### config.mk
export PLATFORM = sky130hd
export DESIGN_NAME = port_out8_i2c
export DESIGN_NICKNAME = d
export VERILOG_FILES = /design/src/rtl/pexp_pkg.sv /design/src/rtl/pexp_datapath.sv /design/src/rtl/pexp_ctrl.sv /design/src/rtl/port_out8_i2c.sv
export SDC_FILE = /design/constraint.sdc
export NUM_CORES = 1
export LEC_CHECK = 0
export ABC_AREA = 1
export BUFFER_PORTS_ARGS = -buffer_cell sky130_fd_sc_hd__buf_2
export CORE_MARGIN = 3
export CORE_UTILIZATION = 37
export DETAILED_ROUTE_END_ITERATION = 16
export SLEW_MARGIN = 20
export SYNTH_ARGS = -nofsm -noshare
export SYNTH_HDL_FRONTEND = slang
export SYNTH_SLANG_ARGS = --single-unit
### constraint.sdc
create_clock -name clk -period 1.55 [get_ports clk]
set_input_delay 0.31 -clock clk [delete_from_list [all_inputs] [get_ports clk]]
set_output_delay 0.31 -clock clk [all_outputs]
set_load 0.01 [all_outputs]
### src/rtl/pexp_pkg.sv
package pexp_pkg;

  typedef enum logic [2:0] {
    ST_IDLE,
    ST_ADDR,
    ST_AACK,
    ST_WRITE,
    ST_WACK,
    ST_READ,
    ST_RACK,
    ST_IGNORE
  } busState_t;

  // strobes from control to datapath
  typedef struct packed {
    logic clrCnt;
    logic shiftIn;
    logic shiftOut;
    logic loadPins;
    logic commit;
  } dpStrobe_t;

  localparam logic [1:0] PIN_GND = 2'd0;
  localparam logic [1:0] HI_SWAP = 2'b10;

endpackage

### src/rtl/pexp_datapath.sv
module pexp_datapath
  import pexp_pkg::*;
#(
  parameter int         SYNC_LEN    = 2,
  parameter logic [2:0] ADDR_PREFIX = 3'b101
) (
  input  logic      clk,
  input  logic      rstN,
  input  logic      busRstN,
  input  logic      sclIn,
  input  logic      sdaIn,
  input  logic [1:0] loCode,
  input  logic [1:0] hiCode,
  input  logic [7:0] pinLevel,
  input  dpStrobe_t strobe,
  output logic [7:0] outReg,
  output logic      sclRise,
  output logic      sclFall,
  output logic      startSeen,
  output logic      stopSeen,
  output logic      sdaNow,
  output logic      byteFull,
  output logic      lastBit,
  output logic      addrMatch,
  output logic      rwBit,
  output logic      txBit
);

  localparam int BYTE_W = 8;
  localparam int NIB    = BYTE_W / 2;
  localparam int CNT_W  = $clog2(BYTE_W + 1);

  logic [SYNC_LEN-1:0] sclSync, sdaSync;
  logic sclPrev, sdaPrev, sclNow;
  logic [BYTE_W-1:0] shiftReg;
  logic [CNT_W-1:0]  bitCnt;
  logic [6:0]        slaveAddr;
  logic [BYTE_W-1:0] powerVal;
  logic              commitNow;

  always_ff @(posedge clk or negedge busRstN) begin
    if (!busRstN) begin
      sclSync <= '1;
      sdaSync <= '1;
      sclPrev <= 1'b1;
      sdaPrev <= 1'b1;
    end else begin
      sclSync <= {sclSync[SYNC_LEN-2:0], sclIn};
      sdaSync <= {sdaSync[SYNC_LEN-2:0], sdaIn};
      sclPrev <= sclSync[SYNC_LEN-1];
      sdaPrev <= sdaSync[SYNC_LEN-1];
    end
  end

  assign sclNow    = sclSync[SYNC_LEN-1];
  assign sdaNow    = sdaSync[SYNC_LEN-1];
  assign sclRise   = sclNow & ~sclPrev;
  assign sclFall   = ~sclNow & sclPrev;
  assign startSeen = sclNow & sclPrev & sdaPrev & ~sdaNow;
  assign stopSeen  = sclNow & sclPrev & ~sdaPrev & sdaNow;

  always_ff @(posedge clk or negedge busRstN) begin
    if (!busRstN) begin
      shiftReg <= '0;
      bitCnt   <= '0;
    end else begin
      if (strobe.loadPins)      shiftReg <= pinLevel;
      else if (strobe.shiftIn)  shiftReg <= {shiftReg[BYTE_W-2:0], sdaNow};
      else if (strobe.shiftOut) shiftReg <= {shiftReg[BYTE_W-2:0], 1'b0};
      if (strobe.clrCnt)                           bitCnt <= '0;
      else if (strobe.shiftIn || strobe.shiftOut)  bitCnt <= bitCnt + 1'b1;
    end
  end

  assign byteFull  = (bitCnt == CNT_W'(BYTE_W));
  assign lastBit   = (bitCnt == CNT_W'(BYTE_W - 1));
  assign slaveAddr = {ADDR_PREFIX, hiCode ^ HI_SWAP, loCode};
  assign addrMatch = (shiftReg[BYTE_W-1:1] == slaveAddr);
  assign rwBit     = shiftReg[0];
  assign txBit     = shiftReg[BYTE_W-1];

  // power-up value, one nibble per code
  assign powerVal = {{NIB{hiCode != PIN_GND}}, {NIB{loCode != PIN_GND}}};
  assign commitNow = strobe.commit;

  always_ff @(posedge clk) begin
    if (!rstN)          outReg <= powerVal;
    else if (commitNow) outReg <= shiftReg;
  end

  assert_count_bound_R10: assert property (@(posedge clk) disable iff (!busRstN)
    bitCnt <= CNT_W'(BYTE_W));

  // register moves only on a commit strobe
  assert_reg_hold_R8: assert property (@(posedge clk) disable iff (!rstN)
    ($past(rstN) && !$past(commitNow)) |-> $stable(outReg));

endmodule

### src/rtl/pexp_ctrl.sv
module pexp_ctrl
  import pexp_pkg::*;
(
  input  logic      clk,
  input  logic      busRstN,
  input  logic      sclRise,
  input  logic      sclFall,
  input  logic      startSeen,
  input  logic      stopSeen,
  input  logic      sdaNow,
  input  logic      byteFull,
  input  logic      lastBit,
  input  logic      addrMatch,
  input  logic      rwBit,
  input  logic      txBit,
  output dpStrobe_t strobe,
  output logic      sdaDriveLow,
  output logic      standby
);

  busState_t state, nextState;

  always_ff @(posedge clk or negedge busRstN) begin
    if (!busRstN) state <= ST_IDLE;
    else          state <= nextState;
  end

  always_comb begin
    nextState = state;
    strobe    = '0;
    if (stopSeen) begin
      nextState = ST_IDLE;
    end else if (startSeen) begin
      nextState     = ST_ADDR;
      strobe.clrCnt = 1'b1;
    end else begin
      case (state)
        ST_ADDR, ST_WRITE: begin
          if (sclRise && !byteFull) strobe.shiftIn = 1'b1;
          else if (sclFall && byteFull) begin
            if (state == ST_WRITE) nextState = ST_WACK;
            else                   nextState = addrMatch ? ST_AACK : ST_IGNORE;
          end
        end
        ST_AACK: begin
          if (sclFall) begin
            strobe.clrCnt = 1'b1;
            if (rwBit) begin
              strobe.loadPins = 1'b1;
              nextState       = ST_READ;
            end else begin
              nextState = ST_WRITE;
            end
          end
        end
        ST_WACK: begin
          if (sclFall) begin
            strobe.commit = 1'b1;
            strobe.clrCnt = 1'b1;
            nextState     = ST_WRITE;
          end
        end
        ST_READ: begin
          if (sclFall) begin
            if (lastBit) nextState = ST_RACK;
            else         strobe.shiftOut = 1'b1;
          end
        end
        ST_RACK: begin
          if (sclRise && sdaNow) nextState = ST_IGNORE;
          else if (sclFall) begin
            strobe.loadPins = 1'b1;
            strobe.clrCnt   = 1'b1;
            nextState       = ST_READ;
          end
        end
        default: ;
      endcase
    end
  end

  assign sdaDriveLow = (state == ST_AACK) || (state == ST_WACK) ||
                       (state == ST_READ && !txBit);
  assign standby     = (state == ST_IDLE);

  assert_stop_idle_R9: assert property (@(posedge clk) disable iff (!busRstN)
    stopSeen |=> standby);

  assert_nomatch_quiet_R2: assert property (@(posedge clk) disable iff (!busRstN)
    (state == ST_ADDR && sclFall && byteFull && !addrMatch && !startSeen) |=>
      (!sdaDriveLow && !standby));

  assert_commit_on_fall_R5: assert property (@(posedge clk) disable iff (!busRstN)
    strobe.commit |-> sclFall);

  assert_ack_matched_R1: assert property (@(posedge clk) disable iff (!busRstN)
    (state == ST_AACK) |-> addrMatch);

endmodule

### src/rtl/port_out8_i2c.sv
module port_out8_i2c
  import pexp_pkg::*;
#(
  parameter int         SYNC_LEN    = 2,
  parameter logic [2:0] ADDR_PREFIX = 3'b101
) (
  input  logic       clk,
  input  logic       rstN,
  input  logic       busAbort,
  input  logic       sclIn,
  input  logic       sdaIn,
  output logic       sdaDriveLow,
  input  logic [1:0] loCode,
  input  logic [1:0] hiCode,
  input  logic [7:0] pinLevel,
  output logic [7:0] outReg,
  output logic       standby
);

  logic busRstN;
  dpStrobe_t strobe;
  logic sclRise, sclFall, startSeen, stopSeen, sdaNow;
  logic byteFull, lastBit, addrMatch, rwBit, txBit;

  assign busRstN = rstN & ~busAbort;

  pexp_datapath #(.SYNC_LEN(SYNC_LEN), .ADDR_PREFIX(ADDR_PREFIX)) dp (
    .clk(clk), .rstN(rstN), .busRstN(busRstN),
    .sclIn(sclIn), .sdaIn(sdaIn),
    .loCode(loCode), .hiCode(hiCode), .pinLevel(pinLevel),
    .strobe(strobe), .outReg(outReg),
    .sclRise(sclRise), .sclFall(sclFall),
    .startSeen(startSeen), .stopSeen(stopSeen), .sdaNow(sdaNow),
    .byteFull(byteFull), .lastBit(lastBit), .addrMatch(addrMatch),
    .rwBit(rwBit), .txBit(txBit)
  );

  pexp_ctrl ctrl (
    .clk(clk), .busRstN(busRstN),
    .sclRise(sclRise), .sclFall(sclFall),
    .startSeen(startSeen), .stopSeen(stopSeen), .sdaNow(sdaNow),
    .byteFull(byteFull), .lastBit(lastBit), .addrMatch(addrMatch),
    .rwBit(rwBit), .txBit(txBit),
    .strobe(strobe), .sdaDriveLow(sdaDriveLow), .standby(standby)
  );

  assert_abort_idle_R8: assert property (@(posedge clk) disable iff (!rstN)
    $past(busAbort) |-> (standby && !sdaDriveLow));

endmodule

==> run metrics <==
status=finished clean; fin crit share=0.997; CP Class=flip-flop to output port; most frequent cell after synthesis=nand2_1; area leader, netlist=dfrtp_1; mux contribution to synthesized area=0; critical path endpoint category=output port; Max-cap violations=0; gr usage total=0.142; drt first-iter violations=around 120; Post-synth top flop=dfrtp_1; layout cells sized above 1=0.365; synth cell count leaders=nand2_1, inv_1, nand3_1, dfrtp_1; Synth Area in XOR/XNOR=0.0111; largest net degree at the start of global routing=22; port bufs=26; hold buffer count at CTS=0; Syn. warnings=0; Slew Viols, Final=0; slew margin rel.=0.789; FMAX=0.647 GHz; worst endpoint required time=between 1 and 1.5 ns; Hold Crit Class=input pin to async pin; Leak Pwr=approximately 0.99 nW; Post-synth EDFFs=8; first-pass GRT wire length=between 5000 and 6000 µm; post-synthesis adder-cell area fraction=0.0159; worst skew pair latency=approximately 0.28 ns; Final WS setup=0.00434 ns; largest family of logic cells by synthesized area=simple AND/OR/NAND/NOR gates; vias=approximately 1,400; Synth Net Count=202; Synth Area in Simple Gates=0.287; FF-to-FF Start=ctrl.state[2]; Post-DP HPWL=about 2500 µm; Die Span X=between 70 and 80 µm; gate count of the mapped netlist=roughly 180; Async SR Flop Fraction=0.724; Worst Clk Skew=0.00892 ns; FF-to-FF setup slack=0.07 ns; IO Pins=27; WL final=about 3500 µm; Fillers=387; DRC viols=0; startpoint types=flip-flop; PwrDens=1750 nW/µm²; initial core utilization=0.387; CTS tree=done; vias in the first global route=about 1,300; area added between synthesis and finish=30.8%; cell row count=23; grt ovf=0; crit path DAT=about 1.2 ns; flops & latches, synth=29; Core ar.=roughly 4100 µm²; # H-tree levels=2; die area=about 5000 µm²; Num CTS Buffers=5; Via-to-Cell Ratio=between 4 and 5; drt first pass iters=4; worst slack at placement=0.0529 ns; Die Y-Extent=between 70 and 80 µm; Yosys top cell area share=0.239; WHS=roughly 0.13 ns; crit path max fanout=4; synthesized area per cell=8.59 µm²; fin nets=around 250; area of the multi-input gates=743 µm²; Clock Sinks=29; Clock Path Buffers=2; minimum clock period=~1.5 ns; GPL Wtd Cong=0.835; CP startpoint=ctrl.state[0]; RSZ-0062 raised after global routing=true; FF-to-FF path depth=8; Final Hold Vio Count=0; crit path to=sdaDriveLow; Post-Syn Area=approximately 1600 µm²; Root Driver=clkbuf_8; worst r2r dst=dp.bitCnt[2]; setup violators final=0; Register Area=slightly below 800 µm²; clk slew on worst S/H paths=~0.07 ns; post-synthesis sequential area ratio=0.492; antenna-violating nets left=0; slew at the pin with the worst max-slew slack=about 0.31 ns; Max rail drop VDD=approximately 630 µV; initial antenna violation count=0; # diodes=0; compound-cell area share of the yosys netlist=0.122; Avg WL per Cell=12.3 µm; ranking of synthesized cells by area=dfrtp_1, edfxtp_1, dfstp_2, nand2_1, nand3_1; synth unique cells=27
-- logic make-up after synthesis --
kind of cell | Yosys count
AND/OR/NAND/NOR | 89
AO/OA/AOI/OAI | 32
buffers and inverters | 29
flip-flops | 29
XOR/XNOR | 2
adder cells (fa/ha/maj) | 2
-- per-layer routing --
metal  wire, µm  part of all wire  up-vias  global-route usage
li1           -                 -      699                   -
met1       1590              0.46      630               0.182
met2       1710              0.49       30               0.227
met3        158             0.045        4              0.0469
met4         23            0.0066        0              0.0438
met5          0                 0        -                   0
-- how the worst min path moves through the flow --
| stage | from | endpoint | cells after the start |
|---|---|---|---|
| after floorplan | sclIn | dp.sclSync[0] | 0 |
| after global placement | dp.sdaSync[0] | dp.sdaSync[1] | 0 |
| after detailed placement | dp.sdaSync[0] | dp.sdaSync[1] | 0 |
| after CTS | sclIn | dp.sclSync[0] | 1 |
| after global routing | sclIn | dp.sclSync[0] | 1 |
| final | busAbort | dp.shiftReg[4] | 3 |
-- cell type report --
cell class              instances  share of cell area
flip-flops and latches         29               0.378
inverters                      28              0.0511
clock buffers                   5              0.0335
clock inverters                 3              0.0201
multi-input cells             125               0.362
well taps                      50              0.0304
repair buffers                 43               0.125
-- sequential cells by signal, indices dropped and copies added, names as in the netlist --
name,flops
dp.sclSync,2
dp.sdaPrev,1
dp.outReg,8
dp.sclPrev,1
dp.bitCnt,4
dp.shiftReg,8
ctrl.state,3
dp.sdaSync,2
-- timing repair --
item	in CTS	in global routing
pin swaps	2	7
setup buffers	8	5
endpoints found under the setup margin	1	21
gates resized for setup	8	10
-- metrics by stage --
step                      utilization  instances  power, mW  setup TNS [ns]  instance area [µm²]
after global placement          0.441        262       2.48               0                 1790
after detailed placement        0.441        262       2.48               0                 1790
after global routing            0.507        283       3.89          -0.123                 2060
final                           0.507        283       3.61               0                 2060
after CTS                       0.487        278       3.47        -0.00514                 1980
after floorplan                     -        183       2.15               0                 1570
-- worst max-delay path, cell delays in order (launching register included) --
cell and delay, ns:
dfrtp_2 0.44, inv_2 0.09, nand2_4 0.05, inv_2 0.06
nand2_1 0.06, o211ai_1 0.09, buf_2 0.16
-- power by group --
part / switching [mW] / internal, mW / leakage (nW)
Clock: 0.292 / 0.472 / 0.0518
Sequential: 0.187 / 1.03 / 0.329
Combinational: 0.937 / 0.686 / 0.604
Total: 1.42 / 2.19 / 0.985
-- cell usage in the layout, fill, tap and decap left out, types with 2 or more instances in the layout --
master    synthesis  layout
o21ai_1           5       5
ha_1              2       2
nand3_2           1       3
buf_4             1      17
buf_2             0      26
o21ai_0          13      13
nand2_4           3       4
a21oi_1           4       4
nor2_4            0       4
nand3_1          21      19
clkbuf_8          0       5
nand3_4           2       2
nor2_1           13      11
o211ai_1          6       6
dfrtp_1          15      12
dfrtp_2           0       3
inv_1            26      24
edfxtp_1          8       8
inv_2             2       4
nand2_1          41      39
nand2_2           2       3
dfstp_2           6       6
Power figures use the tool's default switching activity.
